$ cat src/rtl/dcl_pkg.sv
package dcl_pkg;
  typedef enum logic [1:0] {
    ST_IDLE  = 2'd0,
    ST_SHIFT = 2'd1,
    ST_LOAD  = 2'd2
  } dcl_state_e;
endpackage

$ cat src/rtl/dcl_reset_sync.sv
module dcl_reset_sync (
  input  logic clk,
  input  logic rst_n,
  output logic rst_sync_n
);
  logic [1:0] sync_q;

  always_ff @(posedge clk or negedge rst_n) begin
    if (!rst_n) sync_q <= 2'b00;
    else        sync_q <= {sync_q[0], 1'b1};
  end

  assign rst_sync_n = sync_q[1];
endmodule

$ cat src/rtl/dcl_frame_pack.sv
// Orders one bank's words into the chain image: position p occupies
// bits p*FRAME_W +: FRAME_W, command in the upper half.
module dcl_frame_pack #(
  parameter int WORD_W      = 16,
  parameter int CH_PER_BANK = 8,
  localparam int FRAME_W    = 2 * WORD_W,
  localparam int BANK_W     = CH_PER_BANK * WORD_W,
  localparam int CHAIN_BITS = CH_PER_BANK * FRAME_W
) (
  input  logic [BANK_W-1:0]     cmd_i,
  input  logic [BANK_W-1:0]     data_i,
  output logic [CHAIN_BITS-1:0] chain_o
);
  for (genvar p = 0; p < CH_PER_BANK; p++) begin : g_pos
    assign chain_o[p*FRAME_W +: FRAME_W] =
      {cmd_i[p*WORD_W +: WORD_W], data_i[p*WORD_W +: WORD_W]};
  end
endmodule

$ cat src/rtl/dcl_bank_shifter.sv
module dcl_bank_shifter #(
  parameter int WIDTH = 256
) (
  input  logic             clk,
  input  logic             rst_n,
  input  logic             load_en_i,
  input  logic             shift_en_i,
  input  logic [WIDTH-1:0] par_i,
  output logic             sdo_o
);
  logic [WIDTH-1:0] sr_q, sr_d;

  always_comb begin
    sr_d = sr_q;
    if (load_en_i)       sr_d = par_i;
    else if (shift_en_i) sr_d = {sr_q[WIDTH-2:0], 1'b0};
  end

  always_ff @(posedge clk or negedge rst_n) begin
    if (!rst_n) sr_q <= '0;
    else        sr_q <= sr_d;
  end

  assign sdo_o = sr_q[WIDTH-1];
endmodule

$ cat src/rtl/dcl_ctrl.sv
module dcl_ctrl
  import dcl_pkg::*;
#(
  parameter int SCLK_HALF  = 2,
  parameter int CHAIN_BITS = 256,
  localparam int CNT_W     = $clog2(CHAIN_BITS),
  localparam int PH_W      = (SCLK_HALF > 1) ? $clog2(SCLK_HALF) : 1
) (
  input  logic clk,
  input  logic rst_n,
  input  logic arm_set_i,
  input  logic arm_clr_i,
  input  logic mem_mode_i,
  input  logic refresh_req_i,
  output logic load_en_o,
  output logic shift_en_o,
  output logic sclk_o,
  output logic frame_n_o,
  output logic load_o,
  output logic done_o,
  output logic armed_o
);
  dcl_state_e       state_q, state_d;
  logic [PH_W-1:0]  ph_q, ph_d;
  logic [CNT_W-1:0] bit_q, bit_d;
  logic             sclk_q, sclk_d;
  logic             armed_q, armed_d;
  logic             pend_q, pend_d;
  logic             done_q, done_d;
  logic             ph_wrap;

  assign ph_wrap = (ph_q == PH_W'(SCLK_HALF - 1));

  always_comb begin
    state_d    = state_q;
    ph_d       = ph_q;
    bit_d      = bit_q;
    sclk_d     = sclk_q;
    armed_d    = armed_q;
    pend_d     = pend_q;
    load_en_o  = 1'b0;
    shift_en_o = 1'b0;
    done_d     = (state_q == ST_LOAD);

    unique case (state_q)
      ST_IDLE: begin
        pend_d = 1'b0;
        if (armed_q) begin
          state_d   = ST_SHIFT;
          load_en_o = 1'b1;
          ph_d      = '0;
          bit_d     = '0;
          sclk_d    = 1'b0;
        end
      end
      ST_SHIFT: begin
        pend_d = pend_q | (refresh_req_i & armed_q);
        if (ph_wrap) begin
          ph_d   = '0;
          sclk_d = ~sclk_q;
          if (sclk_q) begin
            shift_en_o = 1'b1;
            bit_d      = bit_q + 1'b1;
            if (bit_q == CNT_W'(CHAIN_BITS - 1)) state_d = ST_LOAD;
          end
        end else begin
          ph_d = ph_q + 1'b1;
        end
      end
      ST_LOAD: begin
        state_d = ST_IDLE;
        armed_d = armed_q & (mem_mode_i | pend_q | refresh_req_i);
      end
      default: state_d = ST_IDLE;
    endcase

    if (arm_clr_i) armed_d = 1'b0;
    if (arm_set_i) armed_d = 1'b1;
  end

  always_ff @(posedge clk or negedge rst_n) begin
    if (!rst_n) begin
      state_q <= ST_IDLE;
      ph_q    <= '0;
      bit_q   <= '0;
      sclk_q  <= 1'b0;
      armed_q <= 1'b0;
      pend_q  <= 1'b0;
      done_q  <= 1'b0;
    end else begin
      state_q <= state_d;
      ph_q    <= ph_d;
      bit_q   <= bit_d;
      sclk_q  <= sclk_d;
      armed_q <= armed_d;
      pend_q  <= pend_d;
      done_q  <= done_d;
    end
  end

  assign sclk_o    = sclk_q;
  assign frame_n_o = (state_q != ST_SHIFT);
  assign load_o    = (state_q == ST_LOAD);
  assign done_o    = done_q;
  assign armed_o   = armed_q;
endmodule

$ cat src/rtl/dac_chain_loader.sv
module dac_chain_loader #(
  parameter int NUM_CH    = 16,
  parameter int NUM_BANKS = 2,
  parameter int WORD_W    = 16,
  parameter int SCLK_HALF = 2,
  localparam int CH_PER_BANK = NUM_CH / NUM_BANKS,
  localparam int BANK_W      = CH_PER_BANK * WORD_W,
  localparam int CHAIN_BITS  = CH_PER_BANK * 2 * WORD_W
) (
  input  logic                     clk,
  input  logic                     rst_n,
  input  logic [NUM_CH*WORD_W-1:0] cmd_regs_i,
  input  logic [NUM_CH*WORD_W-1:0] data_regs_i,
  input  logic                     arm_set_i,
  input  logic                     arm_clr_i,
  input  logic                     mem_mode_i,
  input  logic                     refresh_req_i,
  output logic                     sclk_o,
  output logic [NUM_BANKS-1:0]     sdo_o,
  output logic                     frame_n_o,
  output logic                     load_o,
  output logic                     done_o,
  output logic                     armed_o
);
  logic rst_int_n;
  logic load_en, shift_en;

  dcl_reset_sync u_rst (
    .clk        (clk),
    .rst_n      (rst_n),
    .rst_sync_n (rst_int_n)
  );

  dcl_ctrl #(
    .SCLK_HALF  (SCLK_HALF),
    .CHAIN_BITS (CHAIN_BITS)
  ) u_ctrl (
    .clk           (clk),
    .rst_n         (rst_int_n),
    .arm_set_i     (arm_set_i),
    .arm_clr_i     (arm_clr_i),
    .mem_mode_i    (mem_mode_i),
    .refresh_req_i (refresh_req_i),
    .load_en_o     (load_en),
    .shift_en_o    (shift_en),
    .sclk_o        (sclk_o),
    .frame_n_o     (frame_n_o),
    .load_o        (load_o),
    .done_o        (done_o),
    .armed_o       (armed_o)
  );

  for (genvar b = 0; b < NUM_BANKS; b++) begin : g_bank
    logic [CHAIN_BITS-1:0] image;

    dcl_frame_pack #(
      .WORD_W      (WORD_W),
      .CH_PER_BANK (CH_PER_BANK)
    ) u_pack (
      .cmd_i   (cmd_regs_i[b*BANK_W +: BANK_W]),
      .data_i  (data_regs_i[b*BANK_W +: BANK_W]),
      .chain_o (image)
    );

    dcl_bank_shifter #(
      .WIDTH (CHAIN_BITS)
    ) u_shift (
      .clk        (clk),
      .rst_n      (rst_int_n),
      .load_en_i  (load_en),
      .shift_en_i (shift_en),
      .par_i      (image),
      .sdo_o      (sdo_o[b])
    );
  end
endmodule

$ cat config.mk
export PLATFORM = sky130hd
export DESIGN_NAME = dac_chain_loader
export DESIGN_NICKNAME = d
export VERILOG_FILES = /design/src/rtl/dcl_pkg.sv /design/src/rtl/dcl_reset_sync.sv /design/src/rtl/dcl_frame_pack.sv /design/src/rtl/dcl_bank_shifter.sv /design/src/rtl/dcl_ctrl.sv /design/src/rtl/dac_chain_loader.sv
export SDC_FILE = /design/constraint.sdc
export NUM_CORES = 1
export LEC_CHECK = 0
export ABC_AREA = 1
export BUFFER_PORTS_ARGS = -buffer_cell sky130_fd_sc_hd__buf_2
export CAP_MARGIN = 20
export CORE_MARGIN = 5
export CORE_UTILIZATION = 51
export CTS_BUF_LIST = sky130_fd_sc_hd__clkbuf_4 sky130_fd_sc_hd__clkbuf_8 sky130_fd_sc_hd__clkbuf_16
export DETAILED_ROUTE_END_ITERATION = 8
export HOLD_SLACK_MARGIN = 0.08
export PLACE_DENSITY = 0.79
export SYNTH_ARGS = -nofsm -noshare
export SYNTH_HDL_FRONTEND = slang
export SYNTH_HIERARCHICAL = 1
export SYNTH_SLANG_ARGS = --single-unit
$ cat constraint.sdc
create_clock -name clk -period 14.8 [get_ports clk]
set_clock_uncertainty 0.2 [all_clocks]
set_input_delay 1.48 -clock clk [delete_from_list [all_inputs] [get_ports clk]]
set_output_delay 1.48 -clock clk [all_outputs]
set_load 0.05 [all_outputs]
# [Yosys cells after proc, flatten, opt, wreduce, memory -nomap -nowiden]
# Cells that the tools add are included.
[totals] input_bits=518 out_inout_bits=7 regBits=529 elab_cells=61
[classes] reduce_logical=8 eq_ne=8 addsub=2 bitwise=6 muxes=27
[op_table] op="two-way mux 256 bit" count=4
[op_table] op="two-way mux 8 bit" count=3
[op_table] op="one-hot mux 8 bit (2 select lines)" count=1
[op_table] op="two-way mux 1 bit" count=11
[op_table] op="!= test 2 x 1 -> 1 bit, second input constant" count=5
[op_table] op="adder 8 x 1 -> 8 bit, second input constant" count=1
[op_table] op="== test 8 bit, second input constant" count=1
[op_table] op="two-way mux 2 bit" count=4
[op_table] op="AND reduction 4 bit" count=2
[op_table] op="one-hot mux 1 bit (2 select lines)" count=3
[op_table] op="one-hot mux 2 bit (2 select lines)" count=1
[op_table] op="nonzero test 2 bit" count=2
[op_table] op="OR 1 bit" count=3
[op_table] op="AND reduction 3 bit" count=1
[op_table] op="nonzero test 3 bit" count=1
[op_table] op="AND 1 bit" count=2
[op_table] op="== test 2 x 1 -> 1 bit, second input constant" count=1
[op_table] op="== test 2 bit, second input constant" count=1
[op_table] op="logical NOT 2 bit" count=1
[op_table] op="AND reduction 2 bit" count=1
[op_table] op="adder 1 bit, second input constant" count=1
[op_table] op="inverter 1 bit" count=1

# [Longest topological paths before layout]
[logic_depth] ltp_word=6 mapped_depth=10 mapped_depth_nobuf=8

# [Cells and area by module]
# The synthesis kept the hierarchy.
[by_module_without_submodules] module="dcl_bank_shifter" cells_per_inst=1394 seq_area_each_um2=6406.1 area_each_um2=11567.3 n_inst=2
[by_module_without_submodules] module="dcl_frame_pack" cells_per_inst=256 seq_area_each_um2=0.0 area_each_um2=1921.8 n_inst=2
[by_module_without_submodules] module="dcl_ctrl" cells_per_inst=106 seq_area_each_um2=375.4 area_each_um2=829.5 n_inst=1
[by_module_without_submodules] module="dcl_reset_sync" cells_per_inst=3 seq_area_each_um2=50.0 area_each_um2=53.8 n_inst=1

# [Worst setup path after synthesis]
# Ideal clock, no wire load.
[synth_path] path_type="register to output" start="register u_ctrl.state_q[0]" end="output load_o" slack_ns=11.958 required_ns=13.120 stages_incl_launch_ff=2 t_arrival_ns=1.162 path_buffers=0 cell_sequence="dfrtp_1 -> nor2_1"
[synth_between] elab_chain_cells=1
[synth_rtl] item="start: declaration" line="dcl_ctrl.sv:23" source="dcl_state_e state_q, state_d;"
[synth_rtl] item="start signal: assignment" line="dcl_ctrl.sv:91" source="state_q <= state_d;"
[synth_rtl] item="== test 2 bit" line="dcl_ctrl.sv:103" source="assign load_o = (state_q == ST_LOAD);"
[synth_rtl] item="end: declaration" line="dac_chain_loader.sv:21" source="output logic load_o,"
# No other way between the ends.

# [Final worst setup path]
[layout_path] start="register u_ctrl.state_q[0]" end="register g_bank[1].u_shift.sr_q[157]"
[layout_between] elab_chain_cells=3 word_cells_on_any_way=6 classes_between="eq/ne: 1; mux: 3; reduce/logical: 2"
[layout_rtl] item="logical NOT 2 bit (*)" line="dcl_ctrl.sv:45" source="unique case (state_q)"
[layout_rtl] item="two-way mux 1 bit (*)" line="dcl_ctrl.sv:45"
[layout_rtl] item="named net load_en" line="dac_chain_loader.sv:26" source="logic load_en, shift_en;"
[layout_rtl] item="two-way mux 256 bit or nonzero test 2 bit (tied branches)"
[layout_rtl] item="end signal: assignment" line="dcl_bank_shifter.sv:21" source="else sr_q <= sr_d;"
[layout_rtl] item="end: declaration" line="dcl_bank_shifter.sv:11" source="logic [WIDTH-1:0] sr_q, sr_d;"
# The timed path passes the listed nets; every way through them passes the cells marked *.
# A chain may end at the register's enable or synchronous reset.

==> impl_metrics.json <==
{
  "r2r_slack_ns": 10.85,
  "ant_nets": 0,
  "setup_viol": 0,
  "cts_resized": 0,
  "dieArea_um2": 59400,
  "critical_path.slowest_cell": "buf_4",
  "drive_gt1_share_pct": 20.1,
  "synth.yosys.warnings": 6,
  "cts-hold-fix-buffers": 0,
  "drc": 0,
  "syn-cell-area_um2": 27900,
  "io_buffers": 524,
  "avgViaCountPerCell": 5.38,
  "critPathKind": "flop to flop",
  "ys_types": 29,
  "grtUsageTotal_pct": 21.7,
  "nNetsFinal": 3794,
  "cp_max_fo": 114,
  "max_freq_ghz": 0.253,
  "power.total_mw": 2.98,
  "timing.slew.headroom_pct": 26.0,
  "yosysTopAreaCell": "dfrtp_1",
  "crit_family": "buffers and inverters",
  "post-dp-hpwl_mm": 44.2,
  "drtIter0Drc": 2102,
  "cp.required_ns": 15.11,
  "grt-ovfl-total": 0,
  "yosysSeqAreaShare_pct": 47.5,
  "power_density_nw_per_um2": 105,
  "clock_sinks": 529,
  "initial_core_util_pct": 51.7,
  "maxCapViolCount": 0,
  "ys_seq_elements": 529,
  "peakVddDrop_uv": 89.1,
  "rsz0062_at_grt": "no",
  "io_pins": 525,
  "cp_slowest_stage_delay_ns": 0.79,
  "finalHoldViolations": 0,
  "root_buffer": "clkbuf_16",
  "vias": 21681,
  "clk_path_buf_depth": 3,
  "gp_congestion": 0.857,
  "fp.dieH_um": 244,
  "syn_nets": 3928,
  "wl_per_cell_um": 16.8,
  "grt_max_degree": 230,
  "antenna_found_initial": 17,
  "leakage_nw": 12.4,
  "clock_latency_ns": 0.59,
  "synth_edf_count": 0,
  "cts_buffers": 55,
  "cp_num_buf_inv": 3,
  "syn_to_final_growth_pct": 1.85,
  "async_reset_ff_share_pct": 100,
  "ys.flop_type": "dfrtp_1",
  "arrival_ns": 4.26,
  "worst-slew-pin-transition_ns": 1.11,
  "cts_tree": "built",
  "hold_path.class": "flop to async pin",
  "start_kind": "flop",
  "yosysTopAreaCellShare_pct": 47.5,
  "status": "finished, final reports clean",
  "syn_avg_cell_area_um2": 8.17,
  "end_kind": "flop",
  "fp.dieW_um": 244,
  "fin_crit_sh_pct": 26.7,
  "cp_cell_sequence": "nor2_2 -> nand2_1 -> inv_8 -> nor2_4 -> buf_4 -> buf_4 -> nand2_1 -> nand3_1",
  "grt_pass1_vias": 20664,
  "holdWs_ns": 0.0737,
  "syn_inst": 3409,
  "fin_crit_ns": 3.95,
  "synth.area.top_cells": "dfrtp_1 48%, nand3_1 19%, buf_4 16%",
  "cts_setup_buffers": 0,
  "path_clk_slew_ns": 0.06,
  "firstDrtPassIters": 7,
  "setup_tns_ns": 0,
  "htreeDepth": 2,
  "report.final.slew_viol_count": 0,
  "grt_pass1_wl_mm": 108,
  "postRouteWirelength_mm": 67.7,
  "coreArea_um2": 53900,
  "row_count": 85
}
report_power, final:
part	total, mW	internal [mW]	switching [mW]
Combinational	0.111	0.0502	0.0607
Clock	1.42	0.836	0.585
Sequential	1.45	1.45	0.00197
Total	2.98	2.33	0.648
metal layers:
layer | GRT usage (%) | share of wire, %
met5 | 0 | 0.12
met4 | 8.85 | 3.7
met3 | 3.96 | 6.4
met2 | 34.4 | 48
met1 | 29.8 | 42
final cells by class:
class,instances,area (um2)
antenna,12,30.0
inverter,17,96.3
fill,4930,25500
timing repair buffer,547,2890
tap,696,871
multi-input combinational,2125,9380
clock buffer,82,1670
clock inverter,21,208
sequential,529,13200
Yosys cell counts, types with 3 or more instances:
library cell / instances
nand2_1: 1061
nand3_1: 1031
buf_4: 592
dfrtp_1: 529
buf_2: 114
clkbuf_1: 24
inv_1: 13
nor2_1: 10
buf_6: 6
nand4_1: 3
o21bai_1: 3
state kept, by name, summed over array words and instances (netlist names), 2 cells and up:
register             flops
u_ctrl/bit_q             8
g_bank.u_shift/sr_q    512
u_ctrl/state_q           2
u_rst/sync_q             2
logic make-up after synthesis:
logic type | count (synthesis) | share of synthesized area, %
other | 1 | 0.0135
XOR/XNOR | 1 | 0.0314
AND/OR/NAND/NOR | 2113 | 33.3
buffers and inverters | 755 | 18.8
flip-flops | 529 | 47.5
AO/OA/AOI/OAI | 9 | 0.260
adder cells (fa/ha/maj) | 1 | 0.0449
through the flow:
stage | cell area (um2) | util [%] | setup slack (ns) | instances
5_1_grt | 28400 | 52.6 | 10.55 | 4027
6_report | 28400 | 52.6 | 10.85 | 4029
4_1_cts | 28300 | 52.4 | 10.18 | 4014
3_5_place_dp | 26400 | 48.9 | 10.20 | 3911
2_1_floorplan | 27900 | - | 5.99 | 3409
3_3_place_gp | 26400 | 48.9 | 10.30 | 3911
final timing paths:
kind,from,endpoint,cells past startpoint
max in group asynchronous,u_rst/sync_q[1]$_DFF_PN0_,g_bank[0].u_shift/sr_q[167]$_DFFE_PN0P_,2
min in group clk,u_rst/sync_q[0]$_DFF_PN0_,u_rst/sync_q[1]$_DFF_PN0_,0
worst max-delay path,u_ctrl/state_q[0]$_DFFE_PN0P_,g_bank[1].u_shift/sr_q[157]$_DFFE_PN0P_,8
worst max register to register,u_ctrl/state_q[0]$_DFFE_PN0P_,g_bank[1].u_shift/sr_q[157]$_DFFE_PN0P_,8
worst min-delay path,u_rst/sync_q[1]$_DFF_PN0_,g_bank[0].u_shift/sr_q[229]$_DFFE_PN0P_,0
worst min register to register,u_rst/sync_q[1]$_DFF_PN0_,g_bank[0].u_shift/sr_q[229]$_DFFE_PN0P_,0
cell usage in the layout, fill, tap and decap left out, drive strengths merged, types with 2 or more instances in the layout:
| cell | instances |
|---|---|
| diode | 12 |
| nor2 | 14 |
| o21ai | 4 |
| clkbuf | 82 |
| bufinv | 3 |
| buf | 547 |
| o21bai | 3 |
| clkinvlp | 2 |
| dfrtp | 529 |
| nand4 | 3 |
| clkinv | 14 |
| inv | 19 |
| nand2 | 1064 |
| nand3 | 1031 |
No activity file was read; power rests on OpenSTA's default activity.
